<file path="src/rtl/hrd_pkg.sv">
package hrd_pkg;
  localparam int NSTAT = 3;

  typedef enum logic {
    MODE_A = 1'b0,
    MODE_B = 1'b1
  } mode_e;

  localparam logic [2:0] OFF_DATA = 3'd0;
  localparam logic [2:0] OFF_ST0  = 3'd1;
  localparam logic [2:0] OFF_ST1  = 3'd2;
  localparam logic [2:0] OFF_CTRL = 3'd3;
  localparam logic [2:0] OFF_AUX  = 3'd5;
  localparam logic [2:0] OFF_EXT  = 3'd6;

  localparam logic [2:0] OP_MODE = 3'b001;
  localparam logic [2:0] OP_PAGE = 3'b010;
  localparam logic [2:0] OP_CLR  = 3'b100;
endpackage

</file>
<file path="src/rtl/hrd_strobe.sv">
module hrd_strobe #(
  parameter int AW = 3,
  parameter int DW = 8
) (
  input  logic          clk,
  input  logic          rst_n,
  input  logic          cs_n,
  input  logic          rd_n,
  input  logic          wr_n,
  input  logic          dack_n,
  input  logic [AW-1:0] rs,
  input  logic [DW-1:0] din,
  output logic          end_o,
  output logic          wr_o,
  output logic          dma_o,
  output logic [AW-1:0] addr_o,
  output logic [DW-1:0] data_o
);
  logic          act, act_q, act_d;
  logic [AW-1:0] a_q, a_d;
  logic [DW-1:0] d_q, d_d;
  logic          w_q, w_d, m_q, m_d;

  always_comb begin
    act   = (~cs_n | ~dack_n) & (~rd_n | ~wr_n);
    act_d = act;
    a_d   = rs;
    d_d   = din;
    w_d   = ~wr_n;
    m_d   = ~dack_n;
  end

  always_ff @(posedge clk or negedge rst_n) begin
    if (!rst_n) begin
      act_q <= 1'b0;
      a_q   <= '0;
      d_q   <= '0;
      w_q   <= 1'b0;
      m_q   <= 1'b0;
    end else begin
      act_q <= act_d;
      if (act) begin
        a_q <= a_d;
        d_q <= d_d;
        w_q <= w_d;
        m_q <= m_d;
      end
    end
  end

  assign end_o  = act_q & ~act;
  assign wr_o   = w_q;
  assign dma_o  = m_q;
  assign addr_o = a_q;
  assign data_o = d_q;
endmodule

</file>
<file path="src/rtl/hrd_page.sv">
module hrd_page
  import hrd_pkg::*;
(
  input  logic clk,
  input  logic rst_n,
  input  logic acc_end,
  input  logic pagein,
  input  logic page_arg,
  input  logic modecmd,
  input  logic mode_arg,
  output logic mode_b,
  output logic page_vis,
  output logic page_sel
);
  mode_e mode_q, mode_d;
  logic  vis_q, vis_d, sel_q, sel_d;

  always_comb begin
    mode_d = mode_q;
    vis_d  = vis_q;
    sel_d  = sel_q;
    if (modecmd) begin
      mode_d = mode_e'(mode_arg);
      vis_d  = 1'b0;
    end else if (pagein) begin
      vis_d = 1'b1;
      sel_d = page_arg;
    end else if (acc_end && mode_q == MODE_A) begin
      vis_d = 1'b0;
    end
  end

  always_ff @(posedge clk or negedge rst_n) begin
    if (!rst_n) begin
      mode_q <= MODE_A;
      vis_q  <= 1'b0;
      sel_q  <= 1'b0;
    end else begin
      mode_q <= mode_d;
      vis_q  <= vis_d;
      sel_q  <= sel_d;
    end
  end

  assign mode_b   = (mode_q == MODE_B);
  assign page_vis = vis_q;
  assign page_sel = sel_q;
endmodule

</file>
<file path="src/rtl/hrd_irq.sv">
module hrd_irq #(
  parameter int NSTAT = 3,
  parameter int DW    = 8
) (
  input  logic                clk,
  input  logic                rst_n,
  input  logic [NSTAT*DW-1:0] evt_i,
  input  logic                clr_en,
  input  logic [1:0]          clr_reg,
  input  logic [2:0]          clr_bit,
  input  logic [NSTAT-1:0]    mask_we,
  input  logic [DW-1:0]       mask_wd,
  output logic [NSTAT*DW-1:0] status_o,
  output logic                irq_o
);
  logic [NSTAT-1:0] hit;

  for (genvar g = 0; g < NSTAT; g++) begin : g_bank
    logic [DW-1:0] st_q, st_d, mk_q, mk_d, clr_vec;

    always_comb begin
      clr_vec = '0;
      if (clr_en && clr_reg == 2'(g)) clr_vec[clr_bit] = 1'b1;
      st_d = (st_q & ~clr_vec) | evt_i[g*DW +: DW];
      mk_d = mask_we[g] ? mask_wd : mk_q;
    end

    always_ff @(posedge clk or negedge rst_n) begin
      if (!rst_n) begin
        st_q <= '0;
        mk_q <= '0;
      end else begin
        st_q <= st_d;
        mk_q <= mk_d;
      end
    end

    assign status_o[g*DW +: DW] = st_q;
    assign hit[g]               = |(st_q & mk_q);
  end

  assign irq_o = |hit;
endmodule

</file>
<file path="src/rtl/hostreg_decoder.sv">
module hostreg_decoder
  import hrd_pkg::*;
#(
  parameter int AW = 3,
  parameter int DW = 8
) (
  input  logic                clk,
  input  logic                rst_n,
  input  logic                cs_n,
  input  logic                rd_n,
  input  logic                wr_n,
  input  logic                dack_n,
  input  logic [AW-1:0]       rs,
  input  logic [DW-1:0]       din,
  output logic [DW-1:0]       dout,
  output logic                int_o,
  input  logic [NSTAT*DW-1:0] evt_i,
  input  logic [DW-1:0]       rx_data_i,
  input  logic                rx_load_i,
  output logic [DW-1:0]       tx_data_o,
  output logic                tx_load_o
);
  logic          acc_end, acc_wr, acc_dma;
  logic [AW-1:0] acc_addr;
  logic [DW-1:0] acc_data;
  logic          acc_cs_end, wr_commit, cs_wr, aux_wr;
  logic          pagein, modecmd, clr_en;
  logic          mode_b, page_vis, page_sel;
  logic [NSTAT-1:0]    mask_we;
  logic                tx_we, ext_we;
  logic [NSTAT*DW-1:0] status;
  logic [DW-1:0] rx_q, rx_d, tx_q, tx_d, ext_q, ext_d;
  logic          txl_q, txl_d;

  hrd_strobe #(.AW(AW), .DW(DW)) u_strobe (
    .clk(clk), .rst_n(rst_n), .cs_n(cs_n), .rd_n(rd_n), .wr_n(wr_n),
    .dack_n(dack_n), .rs(rs), .din(din), .end_o(acc_end), .wr_o(acc_wr),
    .dma_o(acc_dma), .addr_o(acc_addr), .data_o(acc_data)
  );

  always_comb begin
    acc_cs_end = acc_end & ~acc_dma;
    wr_commit  = acc_end & acc_wr;
    cs_wr      = wr_commit & ~acc_dma;
    aux_wr     = cs_wr & (acc_addr == AW'(OFF_AUX));
    pagein     = aux_wr & (acc_data[7:5] == OP_PAGE);
    modecmd    = aux_wr & (acc_data[7:5] == OP_MODE);
    clr_en     = aux_wr & (acc_data[7:5] == OP_CLR);
  end

  hrd_page u_page (
    .clk(clk), .rst_n(rst_n), .acc_end(acc_cs_end), .pagein(pagein),
    .page_arg(acc_data[0]), .modecmd(modecmd), .mode_arg(acc_data[0]),
    .mode_b(mode_b), .page_vis(page_vis), .page_sel(page_sel)
  );

  always_comb begin
    tx_we      = wr_commit & (acc_dma | (acc_addr == AW'(OFF_DATA)));
    mask_we    = '0;
    mask_we[0] = cs_wr & (acc_addr == AW'(OFF_ST0));
    mask_we[1] = cs_wr & (acc_addr == AW'(OFF_ST1)) & ~page_vis;
    mask_we[2] = cs_wr & (acc_addr == AW'(OFF_ST1)) & page_vis & ~page_sel;
    ext_we     = cs_wr & (((acc_addr == AW'(OFF_ST1)) & page_vis & page_sel) |
                          ((acc_addr == AW'(OFF_EXT)) & mode_b));
  end

  hrd_irq #(.NSTAT(NSTAT), .DW(DW)) u_irq (
    .clk(clk), .rst_n(rst_n), .evt_i(evt_i), .clr_en(clr_en),
    .clr_reg(acc_data[4:3]), .clr_bit(acc_data[2:0]), .mask_we(mask_we),
    .mask_wd(acc_data), .status_o(status), .irq_o(int_o)
  );

  always_comb begin
    rx_d  = rx_load_i ? rx_data_i : rx_q;
    tx_d  = tx_we ? acc_data : tx_q;
    ext_d = ext_we ? acc_data : ext_q;
    txl_d = tx_we;
  end

  always_ff @(posedge clk or negedge rst_n) begin
    if (!rst_n) begin
      rx_q  <= '0;
      tx_q  <= '0;
      ext_q <= '0;
      txl_q <= 1'b0;
    end else begin
      rx_q  <= rx_d;
      tx_q  <= tx_d;
      ext_q <= ext_d;
      txl_q <= txl_d;
    end
  end

  always_comb begin
    dout = '0;
    if (!rd_n && !dack_n) begin
      dout = rx_q;
    end else if (!rd_n && !cs_n) begin
      case (rs)
        AW'(OFF_DATA): dout = rx_q;
        AW'(OFF_ST0):  dout = status[0 +: DW];
        AW'(OFF_ST1):  dout = !page_vis ? status[DW +: DW] :
                              (page_sel ? ext_q : status[2*DW +: DW]);
        AW'(OFF_CTRL): dout = {{(DW-2){1'b0}}, page_vis, mode_b};
        AW'(OFF_EXT):  dout = mode_b ? ext_q : '0;
        default:       dout = '0;
      endcase
    end
  end

  assign tx_data_o = tx_q;
  assign tx_load_o = txl_q;
endmodule

</file>
<file path="config.mk">
export PLATFORM = sky130hd
export DESIGN_NAME = hostreg_decoder
export DESIGN_NICKNAME = d
export VERILOG_FILES = /design/src/rtl/hrd_pkg.sv /design/src/rtl/hrd_strobe.sv /design/src/rtl/hrd_page.sv /design/src/rtl/hrd_irq.sv /design/src/rtl/hostreg_decoder.sv
export SDC_FILE = /design/constraint.sdc
export NUM_CORES = 1
export LEC_CHECK = 0
export BUFFER_PORTS_ARGS = -buffer_cell sky130_fd_sc_hd__buf_2
export CAP_MARGIN = 10
export CORE_MARGIN = 4
export CORE_UTILIZATION = 35
export DETAILED_ROUTE_END_ITERATION = 10
export PLACE_DENSITY = 0.54
export SYNTH_ARGS = -nofsm -noshare
export SYNTH_HDL_FRONTEND = slang
export SYNTH_SLANG_ARGS = --single-unit
</file>
<file path="constraint.sdc">
create_clock -name clk -period 3.9 [get_ports clk]
set_input_delay 0.195 -clock clk [delete_from_list [all_inputs] [get_ports clk]]
set_output_delay 0.195 -clock clk [all_outputs]
set_load 0.02 [all_outputs]
</file>
==> flow_summary.rst, run 1 <==
.. list-table::
   :header-rows: 1

   * - Metric
     - Value
   * - Wire length per cell after detailed routing
     - just over 20 um
   * - Mean cell area of the mapped netlist
     - about 11 um2
   * - Antenna-violating nets left
     - 0
   * - Maxcap violations
     - 0
   * - Worst Min Path Start
     - evt_i[0]
   * - Final worst path period need
     - between 2 and 3 ns
   * - Required arrival time at the worst endpoint
     - approximately 3.7 ns
   * - HPWL Detailed
     - approximately 8600 um
   * - Number of synthesized register bits
     - 90
   * - Static leakage
     - 2.23 nW
   * - Crit share post-route
     - 0.659
   * - Run status
     - complete, no violations
   * - Top cells by count, synth
     - sky130_fd_sc_hd__dfrtp_1 (90), sky130_fd_sc_hd__nand2_1 (53), sky130_fd_sc_hd__mux2_2 (43), sky130_fd_sc_hd__o21ai_0 (26), sky130_fd_sc_hd__a22oi_1 (18)
   * - Worst vdd ir
     - around 0.28 mV
   * - Fin. max-slew vios
     - 0
   * - Number of global-route vias before repair
     - around 3400
   * - Buffer depth of the longest clock path
     - 2
   * - Total Routed Length
     - 11900 um
   * - Total routing usage reported by global routing
     - 0.178
   * - Buffer type at the clock tree root
     - sky130_fd_sc_hd__clkbuf_16
   * - DP Area
     - approximately 4700 um2
   * - DRT Pass-1 Iters
     - 4
   * - Cells after Synth
     - roughly 370
   * - Leading cell types by total area after synthesis
     - sky130_fd_sc_hd__dfrtp_1 (53%), sky130_fd_sc_hd__mux2_2 (11%), sky130_fd_sc_hd__nand2_1 (4.6%)
   * - Total via count in the routed design
     - roughly 3200
   * - Synth Cell Area
     - 4290 um2
   * - Setup-failing EPs final
     - 0
   * - Depth of the CTS H-tree
     - 3
   * - Num CTS Buffers
     - 9
   * - Path type of the worst min-delay path
     - input port to register
   * - Largest fanout on the critical path
     - 22
   * - Fin area
     - a little over 5000 um2
   * - Most used flip-flop cell after synthesis
     - sky130_fd_sc_hd__dfrtp_1
   * - Share of cells above drive strength 1
     - 0.337
   * - Part of the Yosys area used for sequential elements
     - 0.525
   * - Worst slew pin tran
     - just under 0.8 ns
   * - DIE WIDTH
     - roughly 120 um
   * - Final RePlAce weighted congestion
     - between 0.8 and 0.9
   * - Number of enable-type register cells in the synthesized netlist
     - 0
   * - CTS tree
     - built
   * - Critical Path Source Type
     - register
   * - RSZ-0062 raised after global routing
     - no
   * - Combined area of the multi-input logic cells
     - roughly 1900 um2
   * - Power Density
     - around 480 nW/um2
   * - Count of instances resized after the clock tree is built
     - 0
   * - Kind of end point of the critical path
     - output port
   * - Number of inserted filler cells in the final layout
     - roughly 1200
   * - Via density per instance
     - roughly 5.4
   * - Yosys warns
     - 0
   * - FF-to-FF Start
     - u_strobe.dma_o
   * - Number of nets in the layout
     - 487
   * - # port buffers
     - 67
   * - Effective utilization at floorplan
     - 0.357
   * - Clock slew at reported path FFs
     - roughly 0.070 ns
   * - Area leader, netlist
     - sky130_fd_sc_hd__dfrtp_1
   * - Total setup buffers inserted after CTS
     - 0
   * - First-pass GRT wire length
     - around 19000 um
   * - Critical Path Start
     - u_page.page_vis
   * - Slew margin rel.
     - 0.474
   * - Register-to-register setup slack
     - around 1.8 ns
   * - Clock sink count
     - 90
   * - Number of diodes added for antenna fixing
     - 0
   * - Remaining design rule violation count
     - 0
   * - Count of distinct cell types in the synthesized netlist
     - 53
   * - Number of standard-cell rows in the floorplan
     - 40
   * - Antenna violations before repair
     - 0
   * - Data arrival time of the worst path
     - between 2 and 2.5 ns
   * - Worst clock skew
     - 0.00483 ns
   * - Number of top-level design ports
     - slightly below 70
   * - Final hold violation count
     - 0
   * - Most used standard cell by instance count after synthesis
     - sky130_fd_sc_hd__dfrtp_1
   * - Kind of critical path
     - register to output port
   * - Post-Syn Nets
     - approximately 420
   * - Portion of synthesized cell area occupied by the leading cell type
     - 0.525
   * - Later-pin clock latency in the skew report
     - around 0.34 ns
   * - Fmax
     - ~400 MHz
   * - Share of flip-flops with an asynchronous set or reset
     - 1.00
   * - Die Outline Area
     - about 14000 um2
   * - Hold buffer count at CTS
     - 1
   * - Largest net degree at the start of global routing
     - 63
   * - Total overflow reported by the global router
     - 0
   * - Footprint of the flip-flops and latches
     - 2250 um2
   * - Placeable core region
     - approximately 12000 um2
   * - First DRT Iteration DRCs
     - 326
   * - Vertical extent of the die
     - roughly 120 um
   * - P&R area growth vs syn
     - 17.7%
   * - Final-layout setup total negative slack
     - 0 ns
[sequential cells by signal (all words and copies together), names as in the netlist]
| name | cells |
|---|---|
| ext_q | 8 |
| rx_q | 8 |
| tx_data_o | 8 |
| tx_load_o | 1 |
| u_irq.g_bank.mk_q | 24 |
| u_irq.g_bank.st_q | 24 |
| u_page.mode_b | 1 |
| u_page.page_sel | 1 |
| u_page.page_vis | 1 |
| u_strobe.act_q | 1 |
| u_strobe.addr_o | 3 |
| u_strobe.data_o | 8 |
| u_strobe.dma_o | 1 |
| u_strobe.wr_o | 1 |
[cell type report]
type / instances / area share
Sequential cell: 90 / 0.446
Multi-Input combinational cell: 257 / 0.379
Inverter: 10 / 0.00744
Tap cell: 147 / 0.0364
Clock buffer: 9 / 0.0446
Timing Repair Buffer: 69 / 0.0704
Clock inverter: 7 / 0.0161
[cell usage in the layout, fill, tap and decap left out, drive strengths merged, types with 2 or more instances in the layout]
cell type / n
dfrtp: 90
buf: 68
nand2: 54
mux2: 51
o21ai: 26
a22oi: 18
nand2b: 17
inv: 15
a21o: 10
clkbuf: 9
nor2: 7
nand3b: 6
nand4: 6
a21oi: 5
o221ai: 5
o211ai: 5
or2: 4
nor3b: 4
and4: 3
nor3: 3
and3b: 2
nor4bb: 2
mux2i: 2
a31oi: 2
nand3: 2
nor4: 2
and2: 2
a22o: 2
a211oi: 2
[power breakdown]
group	switching (W)	total (W)	internal [W]
registers	0.000102	0.00113	0.00103
clock network	0.000394	0.000904	0.000509
logic	0.000195	0.000375	0.000180
[stage by stage]
stage | hold WS (ns) | utilization | cells | total power [W] | worst slack (ns)
5_1_grt | 0.0105 | 0.420 | 589 | 0.00254 | 1.14
3_3_place_gp | 0.329 | 0.394 | 572 | 0.00152 | 1.79
6_report | 0.0243 | 0.420 | 589 | 0.00241 | 1.33
2_1_floorplan | -0.101 | - | 374 | 0.00137 | 1.96
3_5_place_dp | 0.346 | 0.394 | 572 | 0.00153 | 1.73
4_1_cts | 0.0113 | 0.420 | 589 | 0.00244 | 1.34
[metal layers]
layer  part of all wire  track usage
met1               0.44        0.240
met2               0.48        0.282
met3              0.070       0.0589
met4             0.0073       0.0333
met5                  0            0
[logic make-up (layout without fill, tap and decap cells)]
logic type	count (synthesis)	count (layout)	share of synthesized area
AOI/OAI and AO/OA	83	83	0.134
buffers and inverters	27	95	0.0289
DFF	90	90	0.525
muxes	53	53	0.146
and+or+nand+nor	121	121	0.166
[path summary, 6_finish.rpt]
kind                                      endpoint  depth (start not counted)
setup / recovery                           dout[2]                          5
max in group asynchronous                  rx_q[2]                          3
hold / removal             u_irq.g_bank[0].st_q[0]                          2
setup reg to reg           u_irq.g_bank[0].mk_q[1]                          4
min in group asynchronous  u_irq.g_bank[2].st_q[5]                          2
hold reg to reg                       tx_data_o[5]                          2
[worst max-delay path: stages, from the launching register on]
cell and delay (ns):
sky130_fd_sc_hd__dfrtp_1 0.84, sky130_fd_sc_hd__nand3b_1 0.20, sky130_fd_sc_hd__a211oi_2 0.51, sky130_fd_sc_hd__a22oi_1 0.17
sky130_fd_sc_hd__o211ai_1 0.12, sky130_fd_sc_hd__buf_2 0.19
Power figures use the tool's default switching activity.
==> run 2: changes to the inputs <==
==> constraint.sdc (replaced) <==
create_clock -name clk -period 2.55 [get_ports clk]
set_input_delay 0.1275 -clock clk [delete_from_list [all_inputs] [get_ports clk]]
set_output_delay 0.1275 -clock clk [all_outputs]
set_load 0.02 [all_outputs]
==> flow_summary.rst, run 2 (synthesis results as in run 1) <==
.. list-table::
   :header-rows: 1

   * - Metric
     - Value
   * - Effective utilization at floorplan
     - 0.357 (unchanged)
   * - DRT Pass-1 Iters
     - 5 (+1)
   * - Global routing usage on met2
     - 0.281 (-0.00107)
   * - Global route hottest layer
     - met2
   * - Remaining design rule violation count
     - 0 (unchanged)
   * - Met3 layer usage reported by global route
     - 0.0364 (-0.0225)
   * - FF-to-FF Start
     - u_strobe.dma_o
   * - Total setup buffers inserted after CTS
     - 0 (unchanged)
   * - Depth of the CTS H-tree
     - 3 (unchanged)
   * - DIE WIDTH
     - 119 um (unchanged)
   * - Slew margin rel.
     - 0.584 (+0.111)
   * - Final hold violation count
     - 0 (unchanged)
   * - Critical-path cell list
     - nand3b_1, a211oi_2, a22oi_1, o211ai_1, buf_2
   * - Register-to-register setup slack
     - 0.48 ns (-1.28 ns)
   * - Num CTS Buffers
     - 9 (unchanged)
   * - Number of diodes added for antenna fixing
     - 0 (unchanged)
   * - Number of global-route vias before repair
     - 3497 (+3.2%)
   * - Crit share post-route
     - 0.880
   * - Cell with the biggest individual delay on the critical path
     - sky130_fd_sc_hd__dfrtp_2
   * - First DRT Iteration DRCs
     - 241 (-26%)
   * - Worst Reg-to-Reg Cells
     - 4 (unchanged)
   * - HPWL Detailed
     - 8760 um (+2.3%)
   * - Total via count in the routed design
     - 3337 (+4.2%)
   * - Total chip power
     - 0.00380 W (+58%)
   * - Number of standard-cell rows in the floorplan
     - 40 (unchanged)
   * - Worst clock skew
     - 0.00823 ns (+0.00340 ns)
   * - Worst vdd ir
     - 0.319 mV (+16%)
   * - Fmax
     - approximately 450 MHz
   * - Clock sink count
     - 90 (unchanged)
   * - Most common cell after layout, fill and taps aside
     - sky130_fd_sc_hd__dfrtp_1
   * - Number of top-level design ports
     - 68 (unchanged)
   * - Buffer depth of the longest clock path
     - 2 (unchanged)
   * - CTS tree
     - built
   * - Total routing usage reported by global routing
     - 0.178 (+0.000283)
   * - Total Routed Length
     - 12100 um (+1.9%)
   * - Run status
     - complete, no violations
   * - # port buffers
     - 67 (unchanged)
   * - Vertical extent of the die
     - 119 um (unchanged)
   * - Placeable core region
     - 12000 um2 (unchanged)
   * - Peak per-stage delay on the critical path
     - 0.60 ns (-0.24 ns)
   * - Number of nets in the layout
     - 524 (+7.6%)
   * - Static leakage
     - 2.39 nW (+7.0%)
   * - Setup ws final
     - 0.305 ns (-1.02 ns)
   * - Die Outline Area
     - 14100 um2 (unchanged)
   * - Hold Path Sink
     - rx_q[4]
   * - Worst Min Path Start
     - rx_data_i[4]
   * - Setup-failing EPs final
     - 0 (unchanged)
   * - P&R area growth vs syn
     - 26.7%
   * - Capture instance of the worst register-to-register path
     - u_irq.g_bank[0].mk_q[3]
   * - Path type of the worst min-delay path
     - input port to register
   * - Kind of end point of the critical path
     - output port
   * - Later-pin clock latency in the skew report
     - 0.35 ns (about the same)
   * - Total overflow reported by the global router
     - 0 (unchanged)
   * - Fin. max-slew vios
     - 0 (unchanged)
   * - Data arrival time of the worst path
     - 2.12 ns (-0.25 ns)
   * - Kind of critical path
     - register to output port
   * - Final-layout setup total negative slack
     - 0 ns (unchanged)
   * - Regs by FF count
     - u_irq.g_bank.mk_q: 24 flops, u_irq.g_bank.st_q: 24 flops
   * - Number of instances on the worst hold path
     - 2 (unchanged)
   * - Critical Path Source Type
     - register
   * - Required arrival time at the worst endpoint
     - 2.42 ns (-1.28 ns)
   * - Share of cells above drive strength 1
     - 0.319 (-0.0177)
   * - Final RePlAce weighted congestion
     - 0.838 (+2.0%)
   * - Maxcap violations
     - 0 (unchanged)
   * - First-pass GRT wire length
     - 19300 um (+0.72%)
   * - Antenna violations before repair
     - 0 (unchanged)
   * - Wire length per cell after detailed routing
     - 19.4 um (-4.1%)
   * - Power Density
     - 699 nW/um2 (+46%)
   * - Final worst path period need
     - 2.24 ns
   * - Met1 global-route usage
     - 0.246 (+0.00655)
   * - Via density per instance
     - 5.33 (-1.9%)
   * - RSZ-0062 raised after global routing
     - no
   * - Most frequent cells in the layout
     - sky130_fd_sc_hd__dfrtp_1 (89), sky130_fd_sc_hd__buf_2 (66), sky130_fd_sc_hd__nand2_1 (53), sky130_fd_sc_hd__mux2_2 (43), sky130_fd_sc_hd__dlygate4sd3_1 (33)
   * - Largest net degree at the start of global routing
     - 48 (-24%)
   * - Worst slack after detailed placement
     - 0.471 ns (-1.26 ns)
   * - Largest fanout on the critical path
     - 22 (unchanged)
   * - Antenna-violating nets left
     - 0 (unchanged)
   * - Buffer type at the clock tree root
     - sky130_fd_sc_hd__clkbuf_16
   * - Worst slew pin tran
     - 0.623 ns (-0.166 ns)
   * - Clock slew at reported path FFs
     - 0.06 ns (about the same)
run 2: where the power goes:
part	internal, W	leakage [nW]	total, W	switching, W
logic	0.000316	1.18	0.000630	0.000314
clock network	0.000886	0.149	0.00145	0.000562
registers	0.00158	1.06	0.00172	0.000144
total	0.00278	2.39	0.00380	0.00102
run 2: per-stage QoR:
stage | util | cell area (um2) | cells | hold WS, ns
after global placement | 0.398 | 4780 | 577 | 0.166
after CTS | 0.452 | 5430 | 626 | 0.000923
after detailed placement | 0.398 | 4780 | 577 | 0.178
final | 0.452 | 5430 | 626 | 0.00777
after floorplan | - | 4290 | 374 | -0.168
after global routing | 0.452 | 5430 | 626 | 0.0102
run 2: per-layer routing:
metal | part of all wire | vias up
li1 | - | 1559
met1 | 0.47 | 1673
met2 | 0.47 | 90
met3 | 0.047 | 15
met4 | 0.013 | 0
met5 | 0 | -
run 2: critical path, delay by kind of cell (launching register included):
kind | cells | cell delay [ns]
buf+inv | 1 | 0.19
compound gates | 3 | 0.83
simple gates | 1 | 0.14
flops | 1 | 0.60
run 2: worst max-delay path by stage:
stage                     slack [ns]                       to  depth (start not counted)       startpoint
after global routing            0.20                  dout[6]                          5  u_page.page_sel
after detailed placement        0.47  u_irq.g_bank[0].mk_q[3]                          4   u_strobe.dma_o
final                           0.31                  dout[5]                          5  u_page.page_vis
after floorplan                 0.68                  dout[1]                          5  u_page.page_sel
after global placement          0.53  u_irq.g_bank[0].mk_q[4]                          4   u_strobe.dma_o
after CTS                       0.12                  dout[3]                          5  u_page.page_vis
run 2: timing repair:
item,4_1_cts,5_1_grt
hold buffers,33,0
gates resized for setup,0,1
endpoints found under the hold margin,75,0
endpoints found under the setup margin,0,5
run 2: final cells by class:
cell class	instances	area [um2]
inverter	10	37.5
clock buffer	12	246
multi-input combinational	257	1910
clock inverter	4	75.1
fill	1141	6580
sequential	90	2250
tap	147	184
timing repair buffer	106	726
==> run 3: changes to the inputs <==
--- a/config.mk
+++ b/config.mk
@@ -7,10 +7,12 @@
 export LEC_CHECK = 0
 export BUFFER_PORTS_ARGS = -buffer_cell sky130_fd_sc_hd__buf_2
 export CAP_MARGIN = 10
+export CELL_PAD_IN_SITES_DETAIL_PLACEMENT = 1
+export CELL_PAD_IN_SITES_GLOBAL_PLACEMENT = 1
 export CORE_MARGIN = 4
 export CORE_UTILIZATION = 35
 export DETAILED_ROUTE_END_ITERATION = 10
-export PLACE_DENSITY = 0.54
+export PLACE_DENSITY = 0.65
 export SYNTH_ARGS = -nofsm -noshare
 export SYNTH_HDL_FRONTEND = slang
 export SYNTH_SLANG_ARGS = --single-unit
==> flow_summary.rst, run 3 (synthesis results as in run 1) <==
.. list-table::
   :header-rows: 1

   * - Metric
     - Value
   * - Kind of end point of the critical path
     - output port
   * - Register-to-register setup slack
     - 0.39 ns (-0.09 ns)
   * - Buffer depth of the longest clock path
     - 2 (unchanged)
   * - Most frequent cells in the layout
     - sky130_fd_sc_hd__dfrtp_1 (90), sky130_fd_sc_hd__buf_2 (66), sky130_fd_sc_hd__nand2_1 (53), sky130_fd_sc_hd__mux2_2 (43), sky130_fd_sc_hd__dlygate4sd3_1 (41)
   * - Clock slew at reported path FFs
     - 0.06 ns (about the same)
   * - DRT Pass-1 Iters
     - 4 (-1)
   * - Static leakage
     - 2.40 nW (+0.52%)
   * - Data arrival time of the worst path
     - 2.10 ns (-0.02 ns)
   * - Run status
     - complete, no violations
   * - Fmax
     - 449 MHz (+0.86%)
   * - Final RePlAce weighted congestion
     - 0.852 (+1.7%)
   * - Antenna-violating nets left
     - 0 (unchanged)
   * - Power Density
     - 669 nW/um2 (-4.2%)
   * - Total Routed Length
     - 13200 um (+8.4%)
   * - Setup-failing EPs final
     - 0 (unchanged)
   * - Critical Path Start
     - u_page.page_vis
   * - Worst setup path end
     - dout[0]
   * - Antenna violations before repair
     - 0 (unchanged)
   * - Final worst path period need
     - 2.23 ns (-0.0191 ns)
   * - Largest fanout on the critical path
     - 13 (-41%)
   * - Slew margin rel.
     - 0.531 (-0.0532)
   * - Capture instance of the worst register-to-register path
     - u_irq.g_bank[1].mk_q[0]
   * - Vertical extent of the die
     - 119 um (unchanged)
   * - Path type of the worst min-delay path
     - input port to register
   * - Most common cell after layout, fill and taps aside
     - sky130_fd_sc_hd__dfrtp_1
   * - Peak per-stage delay on the critical path
     - 0.58 ns (-0.02 ns)
   * - Required arrival time at the worst endpoint
     - 2.42 ns (about the same)
   * - Number of standard-cell rows in the floorplan
     - 40 (unchanged)
   * - Placeable core region
     - 12000 um2 (unchanged)
   * - First-pass GRT wire length
     - 21600 um (+12%)
   * - Depth of the CTS H-tree
     - 3 (unchanged)
   * - Total via count in the routed design
     - 3465 (+3.8%)
   * - Kind of critical path
     - register to output port
   * - Number of top-level design ports
     - 68 (unchanged)
   * - Worst clock skew
     - 0.00672 ns (-0.00151 ns)
   * - Regs by FF count
     - u_irq.g_bank.mk_q: 24 flops, u_irq.g_bank.st_q: 24 flops
   * - Cell with the biggest individual delay on the critical path
     - sky130_fd_sc_hd__dfrtp_1
   * - Worst vdd ir
     - 0.490 mV (+53%)
   * - Clock sink count
     - 90 (unchanged)
   * - Final hold violation count
     - 0 (unchanged)
   * - RSZ-0062 raised after global routing
     - no
   * - Via density per instance
     - 5.48 (+2.8%)
   * - Final-layout setup total negative slack
     - 0 ns (unchanged)
   * - Later-pin clock latency in the skew report
     - 0.35 ns (about the same)
   * - Worst Reg-to-Reg Cells
     - 4 (unchanged)
   * - First DRT Iteration DRCs
     - 221 (-8.3%)
   * - Buffer type at the clock tree root
     - sky130_fd_sc_hd__clkbuf_16
   * - CTS tree
     - built
   * - Remaining design rule violation count
     - 0 (unchanged)
   * - Number of diodes added for antenna fixing
     - 0 (unchanged)
   * - Effective utilization at floorplan
     - 0.357 (unchanged)
   * - Number of nets in the layout
     - 530 (+1.1%)
   * - Fin. max-slew vios
     - 0 (unchanged)
   * - Maxcap violations
     - 0 (unchanged)
   * - Die Outline Area
     - 14100 um2 (unchanged)
   * - Total routing usage reported by global routing
     - 0.199 (+0.0212)
   * - Largest net degree at the start of global routing
     - 47 (-2.1%)
   * - Share of cells above drive strength 1
     - 0.311 (-0.00808)
   * - Number of inserted filler cells in the final layout
     - 1321 (+16%)
   * - P&R area growth vs syn
     - 27.3%
   * - Total setup buffers inserted after CTS
     - 0 (unchanged)
   * - Critical Path Source Type
     - register
   * - FF-to-FF Start
     - u_strobe.dma_o
   * - Utilization after layout
     - 0.454 (+0.00198)
   * - HPWL Detailed
     - 9170 um (+4.7%)
   * - Number of global-route vias before repair
     - 3763 (+7.6%)
   * - Crit share post-route
     - 0.873 (-0.00749)
   * - # port buffers
     - 67 (unchanged)
   * - Critical-path cell list
     - buf_4, nor2_1, a2111oi_0, a21oi_1, o21ai_0, buf_2
   * - Total overflow reported by the global router
     - 0 (unchanged)
   * - DIE WIDTH
     - 119 um (unchanged)
   * - Num CTS Buffers
     - 9 (unchanged)
   * - Worst slew pin tran
     - 0.703 ns (+0.0798 ns)
   * - Wire length per cell after detailed routing
     - 20.8 um (+7.4%)
[run 3: cell count changes in the layout (fill, tap and decap cells not counted)]
| cell | before | now |
|---|---|---|
| sky130_fd_sc_hd__buf_4 | 6 | 4 |
| sky130_fd_sc_hd__bufinv_16 | 2 | 0 |
| sky130_fd_sc_hd__clkbuf_1 | 2 | 1 |
| sky130_fd_sc_hd__clkinv_2 | 0 | 1 |
| sky130_fd_sc_hd__clkinv_4 | 0 | 2 |
| sky130_fd_sc_hd__clkinvlp_4 | 2 | 1 |
| sky130_fd_sc_hd__dfrtp_1 | 89 | 90 |
| sky130_fd_sc_hd__dfrtp_2 | 1 | 0 |
| sky130_fd_sc_hd__dlygate4sd3_1 | 33 | 41 |
| sky130_fd_sc_hd__inv_6 | 0 | 1 |
[run 3: metal layers]
layer  vias to the layer above  routed length (um)  track usage
li1                       1572                   -            -
met2                        90                6310        0.323
met4                         0                 169       0.0587
met5                         -                   0            0
met1                      1790                5990        0.267
met3                        13                 677       0.0440
[run 3: critical path, delay by kind of cell (launching register included)]
kind	cells	cell delay, ns
and+or+nand+nor	1	0.07
AOI/OAI and AO/OA	3	0.61
buffers and inverters	2	0.48
DFF	1	0.58
[run 3: through the flow]
stage               power [W]  setup WS [ns]  instances  cell area [um2]  hold WS (ns)
floorplan             0.00209          0.676        374             4290        -0.168
finish                0.00365          0.324        632             5460        0.0145
global route          0.00383          0.111        632             5460        0.0145
CTS                   0.00370          0.294        632             5460      0.000554
global placement      0.00233          0.533        575             4770         0.188
detailed placement    0.00235          0.457        575             4770         0.193
[run 3: area by class of cell]
| cell class | count | area [um2] | share of cell area |
|---|---|---|---|
| repair buffers | 112 | 791 | 0.145 |
| multi-input cells | 257 | 1910 | 0.350 |
| clock inverters | 5 | 38.8 | 0.00711 |
| flip-flops and latches | 90 | 2250 | 0.413 |
| well taps | 147 | 184 | 0.0337 |
| clock buffers | 11 | 243 | 0.0445 |
| inverters | 10 | 37.5 | 0.00688 |
[run 3: worst min path at each step]
stage / endpoint / start / cells after the start / slack (ns)
detailed placement: tx_data_o[0] / rst_n / 1 / 0.19
global route: rx_q[2] / rx_data_i[2] / 2 / 0.01
finish: rx_q[2] / rx_data_i[2] / 2 / 0.01
CTS: rx_q[2] / rx_data_i[2] / 2 / 0.0006
global placement: tx_data_o[0] / rst_n / 1 / 0.19
floorplan: ext_q[0] / rst_n / 0 / -0.17
[run 3: report_power, final]
part,leakage (nW),internal (W),switching [W],total [W]
Clock,0.136,0.000693,0.000589,0.00128
Combinational,1.21,0.000321,0.000320,0.000641
Sequential,1.06,0.00158,0.000155,0.00173
Total,2.40,0.00259,0.00106,0.00365
[run 3: repair_timing]
item	4_1_cts	5_1_grt
hold endpoints to repair	85	0
resized for setup	0	0
setup endpoints to repair	0	0
hold buffers	41	0
